--- config.mk ---
export PLATFORM = sky130hd
export DESIGN_NAME = period_timer
export DESIGN_NICKNAME = d
export VERILOG_FILES = /design/src/rtl/timer_pkg.sv /design/src/rtl/tick_prescaler.sv /design/src/rtl/period_core.sv /design/src/rtl/match_postscaler.sv /design/src/rtl/period_timer.sv
export SDC_FILE = /design/constraint.sdc
export NUM_CORES = 1
export LEC_CHECK = 0
export BUFFER_PORTS_ARGS = -buffer_cell sky130_fd_sc_hd__buf_4
export CAP_MARGIN = 10
export CORE_UTILIZATION = 57
export DETAILED_ROUTE_END_ITERATION = 8
export GPL_TIMING_DRIVEN = 0
export PLACE_DENSITY = 0.77
export SLEW_MARGIN = 20
export SYNTH_ARGS = -nofsm -noshare
export SYNTH_HDL_FRONTEND = slang
export SYNTH_SLANG_ARGS = --single-unit
--- constraint.sdc ---
create_clock -name clk -period 2 [get_ports clk]
set_input_delay 0.2 -clock clk [delete_from_list [all_inputs] [get_ports clk]]
set_output_delay 0.2 -clock clk [all_outputs]
set_load 0.005 [all_outputs]
--- src/rtl/timer_pkg.sv ---
package timer_pkg;
  localparam logic [1:0] ADDR_COUNT  = 2'd0;
  localparam logic [1:0] ADDR_PERIOD = 2'd1;
  localparam logic [1:0] ADDR_CTRL   = 2'd2;
  localparam logic [1:0] ADDR_STATUS = 2'd3;

  typedef enum logic [1:0] {
    PRE_DIV1  = 2'b00,
    PRE_DIV4  = 2'b01,
    PRE_DIV16 = 2'b10,
    PRE_DIV16_ALT = 2'b11
  } prescale_e;

  // Terminal value of the 4-bit prescale count for each encoding.
  function automatic logic [3:0] pre_limit(input logic [1:0] sel);
    case (sel)
      2'b00:   pre_limit = 4'd0;
      2'b01:   pre_limit = 4'd3;
      default: pre_limit = 4'd15;
    endcase
  endfunction
endpackage

--- src/rtl/tick_prescaler.sv ---
module tick_prescaler
  import timer_pkg::*;
#(
  parameter int TICK_DIV = 4
) (
  input  logic       clk,
  input  logic       rst,
  input  logic       run,
  input  logic       clr,
  input  logic [1:0] pre_sel,
  output logic       inc
);
  localparam int DIV_W = (TICK_DIV > 1) ? $clog2(TICK_DIV) : 1;
  localparam logic [DIV_W-1:0] DIV_LAST = DIV_W'(TICK_DIV - 1);

  logic [DIV_W-1:0] div_q;
  logic [3:0]       pre_q;
  logic             tick;

  assign tick = run && (div_q == DIV_LAST);

  always_ff @(posedge clk) begin
    if (rst || clr) begin
      div_q <= '0;
      pre_q <= '0;
      inc   <= 1'b0;
    end else begin
      inc <= 1'b0;
      if (run) begin
        div_q <= (div_q == DIV_LAST) ? '0 : div_q + 1'b1;
      end
      if (tick) begin
        if (pre_q >= pre_limit(pre_sel)) begin
          pre_q <= '0;
          inc   <= 1'b1;
        end else begin
          pre_q <= pre_q + 1'b1;
        end
      end
    end
  end

  // An advance pulse never lasts two clocks when the divider is above one.
  generate
    if (TICK_DIV > 1) begin : g_chk
      AST_INC_SINGLE: assert property (@(posedge clk) disable iff (rst)
        inc |=> !inc);
    end
  endgenerate
endmodule

--- src/rtl/period_core.sv ---
module period_core #(
  parameter int CNT_W = 8
) (
  input  logic             clk,
  input  logic             rst,
  input  logic             inc,
  input  logic             run,
  input  logic             cnt_we,
  input  logic             per_we,
  input  logic [CNT_W-1:0] wdata,
  output logic [CNT_W-1:0] cnt,
  output logic [CNT_W-1:0] period,
  output logic             match
);
  always_ff @(posedge clk) begin
    if (rst) begin
      cnt    <= '0;
      period <= '1;
      match  <= 1'b0;
    end else begin
      match <= 1'b0;
      if (cnt_we) begin
        cnt <= wdata;
      end else if (inc) begin
        if (cnt == period) begin
          cnt   <= '0;
          match <= 1'b1;
        end else begin
          cnt <= cnt + 1'b1;
        end
      end
      if (per_we) period <= wdata;
    end
  end

  AST_WRAP_ZERO: assert property (@(posedge clk) disable iff (rst)
    match |-> (cnt == '0));
  AST_HOLD_STOPPED: assert property (@(posedge clk) disable iff (rst)
    (!run && !cnt_we && !inc) |=> $stable(cnt));
endmodule

--- src/rtl/match_postscaler.sv ---
module match_postscaler #(
  parameter int PS_W = 4
) (
  input  logic            clk,
  input  logic            rst,
  input  logic            match,
  input  logic            clr,
  input  logic [PS_W-1:0] ratio,
  input  logic            stat_we,
  input  logic [1:0]      stat_wdata,
  output logic            flag,
  output logic            ie,
  output logic            irq
);
  logic [PS_W-1:0] post_q;
  logic            hw_set;
  logic            flag_d;
  logic            ie_d;

  assign hw_set = match && !clr && (post_q == ratio);

  always_comb begin
    flag_d = flag;
    ie_d   = ie;
    if (stat_we) begin
      flag_d = stat_wdata[0];
      ie_d   = stat_wdata[1];
    end
    if (hw_set) flag_d = 1'b1;
  end

  always_ff @(posedge clk) begin
    if (rst) begin
      post_q <= '0;
      flag   <= 1'b0;
      ie     <= 1'b0;
      irq    <= 1'b0;
    end else begin
      if (clr) begin
        post_q <= '0;
      end else if (match) begin
        post_q <= (post_q == ratio) ? '0 : post_q + 1'b1;
      end
      flag <= flag_d;
      ie   <= ie_d;
      irq  <= flag_d && ie_d;
    end
  end

  AST_FLAG_STICKY: assert property (@(posedge clk) disable iff (rst)
    (flag && !stat_we) |=> flag);
  AST_SET_BEATS_CLEAR: assert property (@(posedge clk) disable iff (rst)
    (hw_set && stat_we && !stat_wdata[0]) |=> flag);
  AST_IRQ_NEEDS_EN: assert property (@(posedge clk) disable iff (rst)
    irq |-> (ie && flag));
endmodule

--- src/rtl/period_timer.sv ---
module period_timer
  import timer_pkg::*;
#(
  parameter int CNT_W    = 8,
  parameter int TICK_DIV = 4,
  parameter int PS_W     = 4
) (
  input  logic             clk,
  input  logic             rst,
  input  logic [1:0]       bus_addr,
  input  logic             bus_we,
  input  logic [CNT_W-1:0] bus_wdata,
  output logic [CNT_W-1:0] bus_rdata,
  output logic             match_out,
  output logic             irq
);
  localparam int CTRL_W = PS_W + 3;

  logic [CTRL_W-1:0] ctrl_q;
  logic              run;
  logic [1:0]        pre_sel;
  logic [PS_W-1:0]   post_sel;
  logic              wr_cnt, wr_per, wr_ctrl, wr_stat;
  logic              clr_scalers;
  logic              inc;
  logic [CNT_W-1:0]  cnt, period;
  logic              flag, ie;
  logic [CNT_W-1:0]  rd_d;

  assign run      = ctrl_q[2];
  assign pre_sel  = ctrl_q[1:0];
  assign post_sel = ctrl_q[CTRL_W-1:3];

  assign wr_cnt  = bus_we && (bus_addr == ADDR_COUNT);
  assign wr_per  = bus_we && (bus_addr == ADDR_PERIOD);
  assign wr_ctrl = bus_we && (bus_addr == ADDR_CTRL);
  assign wr_stat = bus_we && (bus_addr == ADDR_STATUS);
  assign clr_scalers = wr_cnt || wr_ctrl;

  always_ff @(posedge clk) begin
    if (rst) ctrl_q <= '0;
    else if (wr_ctrl) ctrl_q <= bus_wdata[CTRL_W-1:0];
  end

  tick_prescaler #(.TICK_DIV(TICK_DIV)) u_pre (
    .clk(clk), .rst(rst), .run(run), .clr(clr_scalers),
    .pre_sel(pre_sel), .inc(inc)
  );

  period_core #(.CNT_W(CNT_W)) u_core (
    .clk(clk), .rst(rst), .inc(inc), .run(run), .cnt_we(wr_cnt),
    .per_we(wr_per), .wdata(bus_wdata), .cnt(cnt), .period(period),
    .match(match_out)
  );

  match_postscaler #(.PS_W(PS_W)) u_post (
    .clk(clk), .rst(rst), .match(match_out), .clr(clr_scalers),
    .ratio(post_sel), .stat_we(wr_stat), .stat_wdata(bus_wdata[1:0]),
    .flag(flag), .ie(ie), .irq(irq)
  );

  always_comb begin
    case (bus_addr)
      ADDR_COUNT:  rd_d = cnt;
      ADDR_PERIOD: rd_d = period;
      ADDR_CTRL:   rd_d = CNT_W'(ctrl_q);
      default:     rd_d = CNT_W'({ie, flag});
    endcase
  end

  always_ff @(posedge clk) begin
    if (rst) bus_rdata <= '0;
    else     bus_rdata <= rd_d;
  end

  AST_NO_MATCH_STOPPED: assert property (@(posedge clk) disable iff (rst)
    (!run && !$past(run)) |-> !match_out);
endmodule

==> reports/results.tsv, run 1 <==
metric	value	unit
ANT nets after route	0	
CTS tree	done	
clk buf depth	2	
H-tree depth	2	
DRC viols	0	
Netlist cell types	37	
#FFs+latches synth	46	
HPWL Detailed	3675	um
clock sinks	46	
worst vdd ir	0.0005013	V
Worst EP arrival	2.16	ns
Avg Cell Area, Syn	8.811	um2
nets@finish	311	
Pins Over Slew Limit	0	
Die ar.	0.004309	mm2
Critical Path End Type	register	
final core utilization	0.6997	
Clock transition at path regs	0.08	ns
GP Congestion	0.8506	
DR vias/cell	5.707	
Syn-to-layout area delta	14.31	%
setup violators final	0	
IO Pins	23	
Final Critical Period	1.946	ns
DRT Pass-1 Iters	5	
Mapped Cells	262	
Worst-Skew Late Latency	0.30	ns
critical path launch point type	register	
Fillers	287	
wire per inst	14.82	um
post-synth top area share	0.3989	
largest net degree at the start of global routing	14	
top post-synthesis cells by area	dfxtp_1 40%, mux2i_1 6.1%, xor2_1 5.7%	
clk root buf	clkbuf_8	
Worst slew margin	0.6283	
# port buffers	21	
Hold Vio Cnt, Final	0	
Slew @ Worst Pin	0.5551	ns
max_cap viols	0	
Post-synth EDFFs	0	
Detailed Route Iter0 Violations	110	
Initial Utilization	0.6121	
Die Wd	65.64	um
initial antenna violation count	0	
WL final	5010	um
asr flop ratio synth	0	
Critical Path RT	2.21	ns
RSZ-0062 raised after global routing	true	
Layout Cells excl Fill	338	
Cell Area, Synth	0.002308	mm2
Num CTS Buffers	5	
Cell Count Post-Placement	331	
Core Box Area	0.003771	mm2
row count	22	
die height	65.64	um
# diodes	0	
layout cells sized above 1	0.1483	
Pleak	1.096	nW
Final Skew	0.005080	ns
GRT Overall Usage	0.2497	
fmax	513.9	MHz
Synth Warn #	0	
Power Density	730.4	mW/mm2
run status	completed	
via count	1929	
vias in the first global route	1713	
WS Path Type	reg -> reg	
critical path fanouts, max	5	
Hold Crit Class	in -> reg	
GRT overflow	0	
Post-Syn Nets	283	
Hold Buf Count CTS	0	
first-pass GRT wire length	8142	um
largest area contributor in the netlist	dfxtp_1	
Tcrit/Tclk final	0.9730	
Seq/Total Area, Yosys	0.3989	
Top FF cell, synth	dfxtp_1	
==> final timing paths <==
check | startpoint | to | slack, ns | cells past startpoint
setup reg to reg | ctrl_q[0] | u_pre.pre_q[2] | 0.05 | 7
hold reg to reg | ctrl_q[3] | ctrl_q[3] | 0.50 | 2
hold / removal | bus_wdata[7] | u_core.period[7] | 0.13 | 3
setup / recovery | ctrl_q[0] | u_pre.pre_q[2] | 0.05 | 7
==> cell usage in the layout, fill, tap and decap left out, types with 2 or more instances in the layout <==
cell type,n
nor4_4,2
nor2_1,29
inv_1,8
nand3b_1,9
a221oi_2,2
nand3_1,12
buf_2,4
xnor2_1,4
nand2_1,32
a21oi_1,18
clkbuf_1,7
xor2_1,15
mux2i_1,14
a211oi_1,8
ha_1,8
o21ai_0,5
buf_4,21
clkbuf_8,6
mux4_2,2
a21o_1,3
and2_1,2
a31oi_1,2
nand4_1,3
dfxtp_1,46
or2_2,2
nor3_1,7
nor2b_1,5
nor4_1,2
==> critical path, stage by stage, from the launching register on <==
cell and delay, ns:
dfxtp_1 0.34, or2_2 0.31, ha_1 0.27, nand2b_1 0.14, a21o_1 0.17, a21o_1 0.17
a21o_1 0.22, a211oi_1 0.25
==> area by class of cell <==
cell class	instances	area (um2)	area share
multi-input cells	195	1296	0.4912
plain buffers	13	61.31	0.02323
well taps	48	60.06	0.02276
clock buffers	6	82.58	0.03129
inverters	8	30.03	0.01138
clock inverters	1	30.03	0.01138
flip-flops and latches	46	920.9	0.3490
repair buffers	21	157.7	0.05974
==> sequential cells by signal (all words and copies together), names as in the netlist, 2 cells and up <==
signal         count
u_post.post_q      4
u_core.cnt         8
bus_rdata          8
u_pre.pre_q        4
u_core.period      8
ctrl_q             7
u_pre.div_q        2
==> cell usage after synthesis, types with 2 or more instances <==
cell type	number
dfxtp_1	46
nand2_1	32
nor2_1	29
a21oi_1	18
xor2_1	15
mux2i_1	14
nand3_1	12
nand3b_1	9
a211oi_1	8
ha_1	8
inv_1	8
clkbuf_1	7
nor3_1	7
nor2b_1	5
o21ai_0	5
buf_2	4
xnor2_1	4
a21o_1	3
nand4_1	3
a221oi_2	2
a31oi_1	2
and2_1	2
mux4_2	2
nor4_1	2
nor4_4	2
or2_2	2
==> through the flow <==
stage / TNS (ns) / total power, mW / area (um2) / setup WS (ns) / hold slack (ns)
finish: 0 / 1.927 / 2639 / 0.05407 / 0.1295
global route: -0.02897 / 2.006 / 2639 / -0.01549 / 0.1252
CTS: 0 / 1.936 / 2639 / 0.04603 / 0.1264
detailed placement: 0 / 1.245 / 2526 / 0.07510 / 0.4332
global placement: 0 / 1.237 / 2526 / 0.09238 / 0.4229
floorplan: 0 / 1.161 / 2308 / 0.2081 / 0.3210
==> routing by layer <==
layer / vias up / global-route usage / part of all wire
met5: - / 0 / 0
met4: 0 / 0.06522 / 0.0090
met3: 4 / 0.05382 / 0.052
met2: 61 / 0.3992 / 0.47
met1: 901 / 0.3376 / 0.47
li1: 963 / - / -
==> cell families after synthesis <==
group	share of synthesized area
multiplexers	0.08021
buffers and inverters	0.03957
AO/OA/AOI/OAI	0.1144
flip-flops	0.3989
AND/OR/NAND/NOR	0.2515
adder cells (fa/ha/maj)	0.04336
XOR/XNOR	0.07209
==> where the power goes <==
group,total [mW],switching [mW],internal (mW)
logic,0.236,0.128,0.107
registers,0.989,0.0368,0.952
clock network,0.703,0.303,0.400
total,1.93,0.468,1.46
==> timing repair <==
action | CTS | global route
setup buffers | 0 | 0
endpoints found under the setup margin | 0 | 2
gates resized for setup | 0 | 0
(Power assumes the default switching activity.)
==> run 2, diff against run 1 <==
- CORE_UTILIZATION: 57 -> 50
- PLACE_DENSITY: 0.77 -> 0.69
==> reports/results.tsv, run 2 (same netlist as run 1, synthesis figures left out) <==
metric	value	unit	change
max_cap viols	0		unchanged
vias in the first global route	1866		+8.9%
die height	69.95	um	+6.6%
Hold Buf Count CTS	0		unchanged
internal reg-to-reg setup slack	0.06	ns	about the same
Pleak	1.089	nW	-0.68%
total power	1.828	mW	-5.2%
Pins Over Slew Limit	0		unchanged
Sum Neg Setup Slack	0	ns	unchanged
Critical Path End Type	register		
H-tree depth	2		unchanged
Initial Utilization	0.5265		-0.08560
largest net degree at the start of global routing	15		+1
Sw Share	0.2668		+0.02399
Clock transition at path regs	0.09	ns	about the same
Power Density	689.8	mW/mm2	-5.6%
worst hold margin	0.1264	ns	-0.003100 ns
largest registers	bus_rdata (8), u_core.cnt (8), u_core.period (8)		
Final Critical Period	1.942	ns	-0.004260 ns
Tcrit/Tclk final	0.9708		-0.002130
Seq pwr share	0.541		+0.028
Worst slew margin	0.6409		+0.01258
row count	24		+9.1%
most common cell after layout, fill and taps aside	dfxtp_1		
nets@finish	311		unchanged
clock sinks	46		unchanged
WS Path Type	reg -> reg		
initial antenna violation count	0		unchanged
Worst-Skew Late Latency	0.30	ns	about the same
layout cells sized above 1	0.1684		+0.02011
Final Skew	0.01182	ns	+0.006741 ns
Hold Crit Class	in -> reg		
critical path fanouts, max	5		unchanged
critical path launch point type	register		
Worst EP arrival	2.16	ns	about the same
GP Congestion	0.8231		-3.2%
HPWL Detailed	3672	um	about the same
IO Pins	23		unchanged
via count	1905		-1.2%
Die Wd	69.95	um	+6.6%
fmax	515.0	MHz	+0.22%
DRC viols	0		unchanged
Slew @ Worst Pin	0.5363	ns	-0.01878 ns
Detailed Route Iter0 Violations	141		+28%
DR vias/cell	5.554		-2.7%
Comb power frac	0.132		+0.010
clk buf depth	2		unchanged
Clock Power Share	0.328		-0.037
Hold Vio Cnt, Final	0		unchanged
Core Box Area	0.004384	mm2	+16%
Cell Count Post-Placement	335		+1.2%
GRT Overall Usage	0.2241		-0.02567
run status	completed		
ANT nets after route	0		unchanged
DRT Pass-1 Iters	4		-1
Syn-to-layout area delta	14.80	%	
worst vdd ir	0.0004945	V	-1.3%
Die ar.	0.004892	mm2	+14%
wire per inst	14.83	um	about the same
Cell Int Power	1.340	mW	-8.2%
Num CTS Buffers	5		unchanged
first-pass GRT wire length	8687	um	+6.7%
commonest cells after routing, fill and taps aside	45 x dfxtp_1, 32 x nand2_1, 29 x nor2_1, 21 x buf_4, 18 x a21oi_1		
# port buffers	21		unchanged
GRT overflow	0		unchanged
Setup Buffers After CTS	0		unchanged
clk root buf	clkbuf_8		
Fillers	422		+47%
Layout Cells excl Fill	343		+1.5%
# diodes	0		unchanged
CTS tree	done		
Critical Path RT	2.22	ns	about the same
setup violators final	0		unchanged
Sw Pwr	487.8	uW	+4.2%
WL final	5087	um	+1.5%
-- run 2: changes by cell type in the layout (fill, tap and decap cells not counted) --
| cell | delta |
|---|---|
| a211oi_1 | -3 |
| a211oi_2 | +3 |
| a21o_1 | -1 |
| a21o_4 | +1 |
| bufinv_16 | -1 |
| clkinv_2 | +1 |
| clkinvlp_4 | +1 |
| dfxtp_1 | -1 |
| dfxtp_2 | +1 |
-- run 2: power by group through the flow --
stage / Combinational (mW) / Sequential, mW / Clock (mW)
global placement: 0.231 / 1.01 / 0
global route: 0.268 / 0.993 / 0.648
detailed placement: 0.235 / 1.01 / 0
floorplan: 0.160 / 1.00 / 0
CTS: 0.236 / 0.987 / 0.606
finish: 0.241 / 0.989 / 0.599
-- run 2: worst max-delay path, stage by stage (launching register included) --
cell and delay, ns:
dfxtp_2 0.34, or2_2 0.31, ha_1 0.27, nand2b_1 0.14
a21o_1 0.18, a21o_1 0.18, a21o_4 0.23, a211oi_1 0.22
-- run 2: final cells by class --
type,count,area [um2],share of cell area
tap,52,65.06,0.02455
clock buffer,6,82.58,0.03116
buffer,13,61.31,0.02314
inverter,8,30.03,0.01133
multi-input combinational,195,1319,0.4976
timing repair buffer,21,157.7,0.05949
clock inverter,2,12.51,0.004721
sequential,46,922.1,0.3480
-- run 2: metrics by stage --
step	utilization	cell area, um2	setup WS, ns
5_1_grt	0.6045	2650	-0.006664
3_5_place_dp	0.5773	2531	0.07183
4_1_cts	0.5990	2626	0.03800
2_1_floorplan	-	2308	0.2081
3_3_place_gp	0.5773	2531	0.09709
6_report	0.6045	2650	0.05833
-- run 2: repair_timing --
item / in CTS / in global routing
endpoints found under the hold margin: 0 / 0
endpoints found under the setup margin: 0 / 4
gates resized for setup: 0 / 5
-- run 2: layer usage --
layer  share of wire  track usage  routed length (um)  vias up
li1                -            -                   -      965
met1            0.49       0.3015                2504      886
met2            0.45       0.3419                2277       46
met3           0.040      0.04040                 202        8
met4           0.020       0.1178                 102        0
met5               0            0                   0        -
-- run 2: path summary, 6_finish.rpt --
check               startpoint  cells past startpoint               end
setup reg to reg     ctrl_q[0]                      7    u_pre.pre_q[2]
setup / recovery     ctrl_q[0]                      7    u_pre.pre_q[2]
hold / removal    bus_wdata[7]                      3  u_core.period[7]
hold reg to reg      ctrl_q[0]                      2         ctrl_q[0]
==> run 3, diff against run 2 <==
- CORE_UTILIZATION: 50 -> 58
- PLACE_DENSITY: 0.69 -> 0.89
==> reports/results.tsv, run 3 (same netlist as run 1, synthesis figures left out) <==
metric	value	unit	change
run status	completed		
Tcrit/Tclk final	0.9464		-0.02445
fmax	528.3	MHz	+2.6%
row count	22		-8.3%
# diodes	0		unchanged
dpl cell area	0.002526	mm2	-0.20%
# port buffers	21		unchanged
critical path buffer and inverter count	0		unchanged
critical path depth in cells	4		-3
Sw Share	0.2739		+0.007021
internal reg-to-reg setup slack	0.11	ns	+0.05 ns
vias in the first global route	1824		-2.3%
clock sinks	46		unchanged
ANT nets after route	0		unchanged
layout cells sized above 1	0.1815		+0.01312
Hold Vio Cnt, Final	0		unchanged
initial antenna violation count	0		unchanged
Die Wd	65.09	um	-6.9%
Worst EP arrival	2.05	ns	-0.11 ns
DRT Pass-1 Iters	4		unchanged
GRT overflow	0		unchanged
commonest cells after routing, fill and taps aside	44 x dfxtp_1, 32 x nand2_1, 29 x nor2_1, 22 x buf_4, 18 x a21oi_1		
via count	1961		+2.9%
clk buf depth	2		unchanged
Detailed Route Iter0 Violations	92		-35%
setup violators final	0		unchanged
critical path fanouts, max	7		+2
Worst slew margin	0.6314		-0.009479
critical path launch point type	register		
Comb power frac	0.136		+0.004
RSZ-0062 raised after global routing	false		
Clock Power Share	0.316		-0.012
Power Density	676.3	mW/mm2	-2.0%
Fillers	296		-30%
Critical Path RT	2.16	ns	-0.06 ns
Syn-to-layout area delta	15.50	%	
CP max-delay cell	nor4_4		
Num CTS Buffers	5		unchanged
die height	65.09	um	-6.9%
Core Box Area	0.003744	mm2	-15%
Final Instance Area	0.002666	mm2	+0.61%
Pleak	1.093	nW	+0.39%
Die ar.	0.004237	mm2	-13%
total power	1.803	mW	-1.4%
Critical Path End Type	register		
DRC viols	0		unchanged
Clock transition at path regs	0.09	ns	about the same
largest net degree at the start of global routing	16		+1
Slew @ Worst Pin	0.5504	ns	+0.01416 ns
Crit Reg-Reg Endpoint	u_core.match		
largest registers	bus_rdata (8), u_core.cnt (8), u_core.period (8)		
Critical Path, Cell by Cell	xor2_1 > nor4_4 > nand2_1 > nor4_1		
Sw Pwr	493.8	uW	+1.2%
CTS tree	done		
Worst Setup EP	u_core.match		
worst vdd ir	0.0004723	V	-4.5%
clk root buf	clkbuf_8		
HPWL Detailed	3665	um	-0.19%
most common cell after layout, fill and taps aside	dfxtp_1		
Cell Int Power	1.309	mW	-2.3%
M2 GR Usage	0.4310		+0.08911
met1 global-route usage	0.3286		+0.02713
R2R cell count	4		-3
Worst path top cell family by delay	simple AND/OR/NAND/NOR gates		
IO Pins	23		unchanged
WS Path Type	reg -> reg		
GRT Overall Usage	0.2610		+0.03697
Global Route met3 Usage	0.04688		+0.006471
GRT Max-Usage Layer	met2		
Worst-Skew Late Latency	0.31	ns	about the same
H-tree depth	2		unchanged
Seq pwr share	0.548		+0.007
Largest stage delay, worst path	0.49	ns	+0.15 ns
nets@finish	312		+0.32%
worst hold margin	0.1313	ns	+0.004853 ns
GP Congestion	0.8760		+6.4%
Final Critical Period	1.893	ns	-0.04891 ns
reg-to-reg startpoint	u_core.cnt[4]		
first-pass GRT wire length	8273	um	-4.8%
DR vias/cell	5.768		+3.8%
Worst setup startpoint	u_core.cnt[4]		
max_cap viols	0		unchanged
Initial Utilization	0.6166		+0.09010
Sum Neg Setup Slack	0	ns	unchanged
Hold Crit Class	in -> reg		
Hold Buf Count CTS	0		unchanged
WL final	5016	um	-1.4%
wire per inst	14.75	um	-0.53%
Pins Over Slew Limit	0		unchanged
Final Skew	0.005491	ns	-0.006330 ns
==> run 3: changes by cell type in the layout (fill, tap and decap cells not counted), sizes merged <==
cell,change
buf,+1
clkbuf,-1
clkinv,+1
==> run 3: cell type report <==
cell class	instances	area (um2)	share of cell area
Buffer	13	61.31	0.02299
Multi-Input combinational cell	195	1336	0.5012
Tap cell	48	60.06	0.02252
Clock buffer	5	68.82	0.02581
Inverter	8	30.03	0.01126
Sequential cell	46	923.4	0.3463
Clock inverter	3	21.27	0.007977
Timing Repair Buffer	22	165.2	0.06194
==> run 3: metrics by stage <==
step | util | cells | setup slack (ns)
2_1_floorplan | - | 262 | 0.2081
3_3_place_gp | 0.6748 | 331 | 0.1178
5_1_grt | 0.7122 | 340 | 0.04591
4_1_cts | 0.6989 | 339 | 0.02790
3_5_place_dp | 0.6748 | 331 | 0.08789
6_report | 0.7122 | 340 | 0.1072
==> run 3: how the worst min path moves through the flow <==
stage                 start                to  slack [ns]  depth (start not counted)
4_1_cts        bus_wdata[5]  u_core.period[5]        0.13                          3
3_3_place_gp   bus_wdata[7]  u_core.period[7]        0.43                          3
3_5_place_dp   bus_wdata[5]  u_core.period[5]        0.44                          3
5_1_grt        bus_wdata[5]  u_core.period[5]        0.13                          3
6_report       bus_wdata[5]  u_core.period[5]        0.13                          3
2_1_floorplan  bus_wdata[1]  u_core.period[1]        0.32                          2
==> run 3: repair_timing <==
action	4_1_cts	5_1_grt
setup endpoints to repair	0	5
hold endpoints to repair	0	0
gates resized for setup	0	8
setup buffers	0	1
==> run 3: power groups by stage <==
stage                     Sequential (mW)  Clock (mW)  Combinational, mW
after floorplan                      1.00           0              0.160
after global placement               1.01           0              0.226
after detailed placement             1.01           0              0.235
after CTS                           0.987       0.578              0.237
after global routing                0.993       0.615              0.272
final                               0.988       0.570              0.245
==> run 3: worst min-delay path, delay by kind of cell <==
family,cells,cell delay (ns)
AND/OR/NAND/NOR,2,0.11
buffers and inverters,1,0.10
==> run 3: metal layers <==
layer	vias to the layer above	part of all wire
li1	960	-
met1	944	0.44
met2	47	0.50
met3	10	0.043
met4	0	0.024
met5	-	0
